File: src/rtl/wiper_stepper_pkg.sv
package wiper_stepper_pkg;
  localparam int BYTE_W = 8;
  localparam int ID_W   = 5;

  typedef enum logic [2:0] {
    ST_IDLE,
    ST_ADDR,
    ST_ACK1,
    ST_REG,
    ST_ACK2,
    ST_STEP,
    ST_SKIP
  } wstep_state_e;
endpackage

File: src/rtl/wiper_byte_shift.sv
module wiper_byte_shift
  import wiper_stepper_pkg::*;
(
  input  logic              clk,
  input  logic              rst_n,
  input  logic              clr_i,
  input  logic              shift_i,
  input  logic              bit_i,
  output logic [BYTE_W-1:0] byte_o,
  output logic              last_o
);
  localparam int CNT_W = $clog2(BYTE_W);
  localparam logic [CNT_W-1:0] LAST_CNT = CNT_W'(BYTE_W - 1);

  logic [BYTE_W-2:0] sh_q;
  logic [CNT_W-1:0]  cnt_q;

  always_ff @(posedge clk or negedge rst_n) begin
    if (!rst_n) begin
      sh_q  <= '0;
      cnt_q <= '0;
    end else if (clr_i) begin
      sh_q  <= '0;
      cnt_q <= '0;
    end else if (shift_i) begin
      sh_q  <= {sh_q[BYTE_W-3:0], bit_i};
      cnt_q <= cnt_q + 1'b1;
    end
  end

  // The byte presented includes the bit arriving now
  assign byte_o = {sh_q, bit_i};
  assign last_o = (cnt_q == LAST_CNT);
endmodule

File: src/rtl/wiper_sat_step.sv
module wiper_sat_step #(
  parameter int WIPER_W = 7
) (
  input  logic               clk,
  input  logic               rst_n,
  input  logic               step_i,
  input  logic               up_i,
  output logic [WIPER_W-1:0] wiper_o
);
  localparam logic [WIPER_W-1:0] TOP = '1;
  localparam logic [WIPER_W-1:0] BOT = '0;
  localparam logic [WIPER_W-1:0] MID = {1'b1, {(WIPER_W-1){1'b0}}};

  logic [WIPER_W-1:0] pos_q;

  always_ff @(posedge clk or negedge rst_n) begin
    if (!rst_n) begin
      pos_q <= MID;
    end else if (step_i) begin
      if (up_i && pos_q != TOP)
        pos_q <= pos_q + 1'b1;
      else if (!up_i && pos_q != BOT)
        pos_q <= pos_q - 1'b1;
    end
  end

  assign wiper_o = pos_q;
endmodule

File: src/rtl/wiper_step_ctrl.sv
module wiper_step_ctrl
  import wiper_stepper_pkg::*;
#(
  parameter logic [ID_W-1:0]   DEV_ID   = 5'b01011,
  parameter logic [BYTE_W-1:0] REG_ADDR = 8'h00
) (
  input  logic              clk,
  input  logic              rst_n,
  input  logic [1:0]        pins_i,
  input  logic              start_i,
  input  logic              stop_i,
  input  logic              bit_vld_i,
  input  logic [BYTE_W-1:0] byte_i,
  input  logic              last_i,
  output logic              shift_o,
  output logic              step_o,
  output logic              active_o,
  output logic              ack_o
);
  wstep_state_e state_q, state_d;

  logic [BYTE_W-1:0] want_first;
  logic              hit_first, hit_reg;

  assign want_first = {DEV_ID, pins_i, 1'b0};
  assign hit_first  = (byte_i == want_first);
  assign hit_reg    = (byte_i == REG_ADDR);

  always_comb begin
    state_d = state_q;
    if (start_i) begin
      state_d = ST_ADDR;
    end else if (stop_i) begin
      state_d = ST_IDLE;
    end else if (bit_vld_i) begin
      unique case (state_q)
        ST_ADDR: if (last_i) state_d = hit_first ? ST_ACK1 : ST_SKIP;
        ST_ACK1: state_d = ST_REG;
        ST_REG:  if (last_i) state_d = hit_reg ? ST_ACK2 : ST_SKIP;
        ST_ACK2: state_d = ST_STEP;
        default: state_d = state_q;
      endcase
    end
  end

  always_ff @(posedge clk or negedge rst_n) begin
    if (!rst_n) state_q <= ST_IDLE;
    else        state_q <= state_d;
  end

  assign shift_o  = bit_vld_i && !start_i && !stop_i &&
                    (state_q == ST_ADDR || state_q == ST_REG);
  assign step_o   = bit_vld_i && !start_i && !stop_i && (state_q == ST_STEP);
  assign active_o = (state_q == ST_STEP);
  assign ack_o    = (state_q == ST_ACK1) || (state_q == ST_ACK2);
endmodule

File: src/rtl/wiper_stepper.sv
module wiper_stepper
  import wiper_stepper_pkg::*;
#(
  parameter int                WIPER_W  = 7,
  parameter logic [ID_W-1:0]   DEV_ID   = 5'b01011,
  parameter logic [BYTE_W-1:0] REG_ADDR = 8'h00
) (
  input  logic               clk,
  input  logic               rst_n,
  input  logic [1:0]         addr_pins_i,
  input  logic               start_i,
  input  logic               stop_i,
  input  logic               bit_vld_i,
  input  logic               bit_val_i,
  output logic [WIPER_W-1:0] wiper_o,
  output logic               step_active_o,
  output logic               ack_o
);
  logic [BYTE_W-1:0] byte_w;
  logic              last_w, shift_w, step_w;

  wiper_byte_shift u_shift (
    .clk     (clk),
    .rst_n   (rst_n),
    .clr_i   (start_i),
    .shift_i (shift_w),
    .bit_i   (bit_val_i),
    .byte_o  (byte_w),
    .last_o  (last_w)
  );

  wiper_step_ctrl #(.DEV_ID(DEV_ID), .REG_ADDR(REG_ADDR)) u_ctrl (
    .clk       (clk),
    .rst_n     (rst_n),
    .pins_i    (addr_pins_i),
    .start_i   (start_i),
    .stop_i    (stop_i),
    .bit_vld_i (bit_vld_i),
    .byte_i    (byte_w),
    .last_i    (last_w),
    .shift_o   (shift_w),
    .step_o    (step_w),
    .active_o  (step_active_o),
    .ack_o     (ack_o)
  );

  wiper_sat_step #(.WIPER_W(WIPER_W)) u_step (
    .clk     (clk),
    .rst_n   (rst_n),
    .step_i  (step_w),
    .up_i    (bit_val_i),
    .wiper_o (wiper_o)
  );
endmodule

File: config.mk
export PLATFORM = sky130hd
export DESIGN_NAME = wiper_stepper
export DESIGN_NICKNAME = d
export VERILOG_FILES = /design/src/rtl/wiper_stepper_pkg.sv /design/src/rtl/wiper_byte_shift.sv /design/src/rtl/wiper_sat_step.sv /design/src/rtl/wiper_step_ctrl.sv /design/src/rtl/wiper_stepper.sv
export SDC_FILE = /design/constraint.sdc
export NUM_CORES = 1
export LEC_CHECK = 0
export BUFFER_PORTS_ARGS = -buffer_cell sky130_fd_sc_hd__buf_2
export CORE_ASPECT_RATIO = 0.6
export CORE_UTILIZATION = 36
export DETAILED_ROUTE_END_ITERATION = 10
export PLACE_DENSITY = 0.63
export SLEW_MARGIN = 20
export SYNTH_ARGS = -nofsm -noshare
export SYNTH_HDL_FRONTEND = slang
export SYNTH_SLANG_ARGS = --single-unit
File: constraint.sdc
create_clock -name clk -period 2.35 [get_ports clk]
set_input_delay 0.5875 -clock clk [delete_from_list [all_inputs] [get_ports clk]]
set_output_delay 0.5875 -clock clk [all_outputs]
set_load 0.05 [all_outputs]
# [Word-level counts from Yosys, hierarchy flattened]
# Index checks and enable logic that the tools add are counted.
[classes] reduce_logical=19 magnitude_cmp=0 bitwise=0 mul=0 n_div=0 n_shift=0 addsub=3 eq_ne=10 mux=14
[ops] operator="7-bit two-way mux" n=4
[ops] operator="3-bit two-way mux" n=8
[ops] operator="3-bit one-hot mux with 4 select lines" n=1
[ops] operator="3-bit equality test, second input constant" n=3
[ops] operator="8-bit by 7-bit equality test with 1-bit output" n=1
[ops] operator="8-bit logical NOT" n=1
[ops] operator="4-bit != test, second input constant" n=2
[ops] operator="7-bit by 1-bit adder with 7-bit output, second input constant" n=1
[ops] operator="7-bit != test, second input constant" n=1
[ops] operator="7-bit nonzero test" n=1
[ops] operator="7-bit by 1-bit subtractor with 7-bit output, second input constant" n=1
[ops] operator="3-bit by 2-bit equality test with 1-bit output, second input constant" n=2
[ops] operator="1-bit logical AND" n=6
[ops] operator="6-bit nonzero test" n=1
[ops] operator="4-bit AND reduction" n=1
[ops] operator="2-bit nonzero test" n=2
[ops] operator="3-bit by 1-bit adder with 3-bit output, second input constant" n=1
[ops] operator="3-bit by 1-bit equality test with 1-bit output, second input constant" n=1
[ops] operator="1-bit logical NOT" n=3
[ops] operator="3-bit nonzero test" n=1
[ops] operator="1-bit logical OR" n=2
[ops] operator="2-bit two-way mux" n=1
[ops] operator="2-bit AND reduction" n=1
[totals] n_memories=0 regBits=20 ram_bits=0 romBits=0 in_bits=8 wordCells=50 output_inout_bits=9 latch_bits=0

# [Longest topological paths before layout]
[logic_depth] ltp_word=7 depth_mapped=8 ltp_nobuf=8

# [By module]
# Synthesis repeated with hierarchy kept, for this count alone.
[unflattened] hier_cells=117 area_unflattened_um2=1271.2
[modules_own_cells] mod="wiper_sat_step" cells_per_inst=48 area_per_inst_um2=541.8 seq_area_each_um2=176.4 instances=1
[modules_own_cells] mod="wiper_byte_shift" cells_per_inst=35 area_per_inst_um2=434.2 seq_area_each_um2=250.2 instances=1
[modules_own_cells] mod="wiper_step_ctrl" cells_per_inst=34 area_per_inst_um2=295.3 seq_area_each_um2=75.1 instances=1

# [Worst setup path before layout]
# No wires, ideal clock.
[synth_path] path_kind="register to register" startpoint="register u_step.pos_q[0], in the netlist u_step.wiper_o[0]" endpoint="register u_step.pos_q[6], in the netlist u_step.wiper_o[6]" setup_slack_ps=-438 t_arrival_ps=2712 period_less_slack_ps=2788 setup_time_ps=76 path_buffers=0 required_ps=2274 stages_incl_launch_ff=9 path_cell_list="dfrtp_1 nand3_1 o21ai_0 ha_1 a211oi_1 o21bai_1 a21oi_1 mux2i_1 xnor2_1"
[synth_between] elab_chain_len=4 elab_cells_between_ends=10 cone_classes="add/sub (2); eq/ne (1); mux (2); reduce/logical (5)"
[synth_lines] element="start: declaration" line_no="wiper_sat_step.sv:14" rtl="logic [WIPER_W-1:0] pos_q;"
[synth_lines] element="start signal: assignment" line_no="wiper_sat_step.sv:21" rtl="pos_q <= pos_q + 1'b1;"
[synth_lines] element="start signal: assignment" line_no="wiper_sat_step.sv:23" rtl="pos_q <= pos_q - 1'b1;"
[synth_lines] element="branches (longest 4 deep; another with 7-bit by 1-bit subtractor with 7-bit output)"
# Parallel ways; which one is timed is not known. The select of a mux whose other input is x is not followed.
# A chain may end at the register's enable or synchronous reset.

# [Worst setup path in the final report]
[layout_path] startpoint="register u_step.pos_q[6], in the netlist u_step.wiper_o[6]" endpoint="register u_step.pos_q[6], in the netlist u_step.wiper_o[6]"
# The elaborated chain is that of the path after synthesis.

==> results list <==
- Result of the run: complete, no violations
* Setup TNS: 0 ns
- Clock latency on the worst-skew pair, taken at its later pin, is 0.26 ns.
- Final hold analysis gives a worst-case slack of 0.2625 ns.
- Mapped Cells: 119
- Once the floorplan was initialized, standard cells occupied 39.88% of the core.
* Pin count of the biggest net entering global routing: 21
- Required time of the worst setup path: 2.53 ns
- Maximum net fanout on the critical path: 7
* Path category of the worst min-delay check: input pin to async pin
- Number of synthesized register bits: 20
* Mapped Avg Cell Area: 10.19 um^2
- Total via count after detailed routing: 960
* Portion of the clock cycle consumed by the worst path in the final layout: 96.82%
* Number of antenna violations at the first check in global routing: 0
- In the final layout, the share of cells above drive strength 1 is 29.17%.
- Fraction of the yosys area taken by sequential cells: 41.38%
* Final Net Count: 162
- The area growth from synthesis to layout is 24.05%.
* I/O pin total: 17
- Worst setup path class: register to register
- Iteration-0 DRC Markers: 53
- Total power per unit cell area: 446.8 nW/um^2
- The first global-routing pass estimated 4.298 mm of wire.
* Worst ir drop on vdd: 206.4 uV
* Count of clock tree sinks: 20
* Clk pin slew, worst setup/hold paths: 0.08 ns
* Overall fraction of global-route tracks in use: 15.99%
* Final clock skew: 0.008440 ns
- Max cap viols: 0
- The number of max-slew violations in the final report came to 0.
- The worst setup path is launched from a register.
- For this run, the detailed router's first-pass iteration total came to 4.
- Number of fill cells in the layout: 294
- Clock tree synthesis inserted a total of 3 buffers.
* Synthesized Nets: 136
- The via count of the first global-routing pass came to 816.
- Tmin final: 2.275 ns
* Clock tree from TritonCTS: yes
- After detailed routing, the average wire length per cell comes to 14.51 um.
- Total power after layout: 0.6720 mW
- Die X: 76.92 um
- Proportion of register bits with asynchronous set or reset after synthesis: 100.0%
- Wirelength, routed: 2.699 mm
- Buffers from clock root to sink, at most: 2
* Placed inst area: 1396 um^2
- Number of enable-type register cells in the synthesized netlist: 0
- The number of different library cells used by synthesis comes to 30.
- Slew at the pin closest to its max-slew limit: 0.4448 ns
* CP Data Arrival Time: 2.45 ns
* Slew Limit Headroom: 70.35%
- The initialized floorplan defines 15 standard-cell rows.
- Root Buffer Master: sky130_fd_sc_hd__clkbuf_8
- Measured along the y axis, the die boundary spans 46.95 um.
- Setup-failing EPs final: 0
* Port Buffers: 16
* Syn Std Cell Area: 1212 um^2
- The detail route stage leaves a number of antenna-violating nets equal to 0.
- Once detailed placement completed, the half-perimeter wirelength came to 2.033 mm.
- During synthesis, Yosys emitted a total of 0 warnings.
* Design Area, Final: 1504 um^2
- CTS built an H-tree with a depth of 1.
- Number of hold buffers added after cts: 0
- Using the TritonRoute via totals, the vias-per-cell ratio works out to 5.161.
- Number of endpoints with negative hold slack in the final report: 0
- The congestion estimate from routability-driven global placement came to 0.7555.
- Among all flip-flop cells after synthesis, the most frequent one is sky130_fd_sc_hd__dfrtp_1.
- Die area: 3611 um^2
- For this run the aggregate overflow at the end of global routing stands at 0.
- CP endpoint kind: register
- Antenna cells: 0
- Summed over all cells, the static leakage comes to 0.6929 nW.
- Setup repair after global routing could not meet its margin everywhere.
- After floorplanning, the core was sized to cover 3040 um^2.
- Based on the critical path, the design can be clocked at up to 439.5 MHz.
- Post-detailed-route DRC marker count: 0
[cells in the final DEF, fill, tap and decap left out, drive strengths merged, types with 2 or more instances in the layout]
master	count
a21o	3
nor2	17
nor4b	2
ha	8
xor2	3
nand4	2
nand2	6
dfrtp	19
o21ai	9
nor3	2
buf	26
nand3	2
a21oi	4
o21bai	3
nor4	4
mux2i	12
xnor2	6
a211oi	2
nor3b	2
clkbuf	4
[cell usage after synthesis (4+ instances only)]
| master | instances | area share (%) |
|---|---|---|
| sky130_fd_sc_hd__nor2_1 | 17 | 5.3 |
| sky130_fd_sc_hd__ha_1 | 8 | 8.3 |
| sky130_fd_sc_hd__dfrtp_1 | 19 | 39 |
| sky130_fd_sc_hd__nand2_1 | 6 | 1.9 |
| sky130_fd_sc_hd__o21ai_1 | 6 | 2.5 |
| sky130_fd_sc_hd__xnor2_1 | 6 | 4.3 |
| sky130_fd_sc_hd__a21oi_1 | 4 | 1.7 |
| sky130_fd_sc_hd__mux2i_1 | 12 | 9.9 |
| sky130_fd_sc_hd__nor4_1 | 4 | 2.1 |
[where the power goes]
group,switching (mW),internal (mW)
clock network,0.113,0.149
logic,0.0339,0.0254
registers,0.00429,0.347
total,0.151,0.521
[flip-flops by register name, indices dropped and copies added (netlist names)]
signal and flops:
u_ctrl.state_q 3, u_step.wiper_o 7, u_shift.sh_q 7, u_shift.cnt_q 3
[path summary, 6_finish.rpt]
check	startpoint	endpoint	slack, ns	cells after the start
setup / recovery	u_step.wiper_o[6]$_DFFE_PN1P_	u_step.wiper_o[6]$_DFFE_PN1P_	0.07	8
hold / removal	rst_n	u_shift.sh_q[6]$_DFFE_PN0P_	0.26	1
setup reg to reg	u_step.wiper_o[6]$_DFFE_PN1P_	u_step.wiper_o[6]$_DFFE_PN1P_	0.07	8
hold reg to reg	u_step.wiper_o[6]$_DFFE_PN1P_	u_step.wiper_o[6]$_DFFE_PN1P_	0.51	1
max in group asynchronous	rst_n	u_step.wiper_o[6]$_DFFE_PN1P_	1.74	1
min in group clk	u_step.wiper_o[6]$_DFFE_PN1P_	u_step.wiper_o[6]$_DFFE_PN1P_	0.51	1
[worst max-delay path: stages, from the launching register on]
cell and delay (ns):
sky130_fd_sc_hd__dfstp_2 0.55, sky130_fd_sc_hd__nand4_1 0.17, sky130_fd_sc_hd__o21ai_4 0.36, sky130_fd_sc_hd__ha_4 0.28
sky130_fd_sc_hd__a211oi_2 0.18, sky130_fd_sc_hd__o21bai_1 0.09, sky130_fd_sc_hd__a21oi_1 0.18, sky130_fd_sc_hd__mux2i_1 0.24
sky130_fd_sc_hd__xnor2_1 0.15
[kinds of logic after synthesis]
family,after synthesis,share of synthesized area (%)
xor gates and xnor gates,9,6.502
buffers and inverters,5,2.374
AOI/OAI and AO/OA,23,11.76
muxes,13,11.15
and+or+nand+nor,40,16.92
adders and majority gates,9,9.908
DFF,20,41.38
[cell type report]
class / instances / area, um^2 / area share, %
repair buffers: 26 / 155.1 / 10.32
multi-input cells: 94 / 734.5 / 48.84
clock buffers: 4 / 55.05 / 3.661
well taps: 42 / 52.55 / 3.494
flip-flops and latches: 20 / 506.7 / 33.69
[routing by layer]
| metal | global-route usage, % | share of wire (%) |
|---|---|---|
| met1 | 24.37 | 57 |
| met2 | 22.32 | 39 |
| met3 | 4.272 | 4.2 |
| met4 | 3.462 | 0.44 |
| met5 | 0 | 0 |
[metrics by stage]
step / util [%] / cells / worst slack [ns]
6_report: 49.46 / 186 / 0.07478
5_1_grt: 49.46 / 186 / -0.02834
4_1_cts: 48.15 / 183 / 0.01507
3_5_place_dp: 45.93 / 178 / 0.02104
3_3_place_gp: 45.93 / 178 / 0.04517
2_1_floorplan: - / 119 / 0.004168
[timing repair]
item	CTS	global route
buffers inserted	1	3
pin swaps	2	4
cloned	0	0
gates resized for setup	1	2
setup endpoints to repair	2	2
Power figures use the tool's default switching activity.
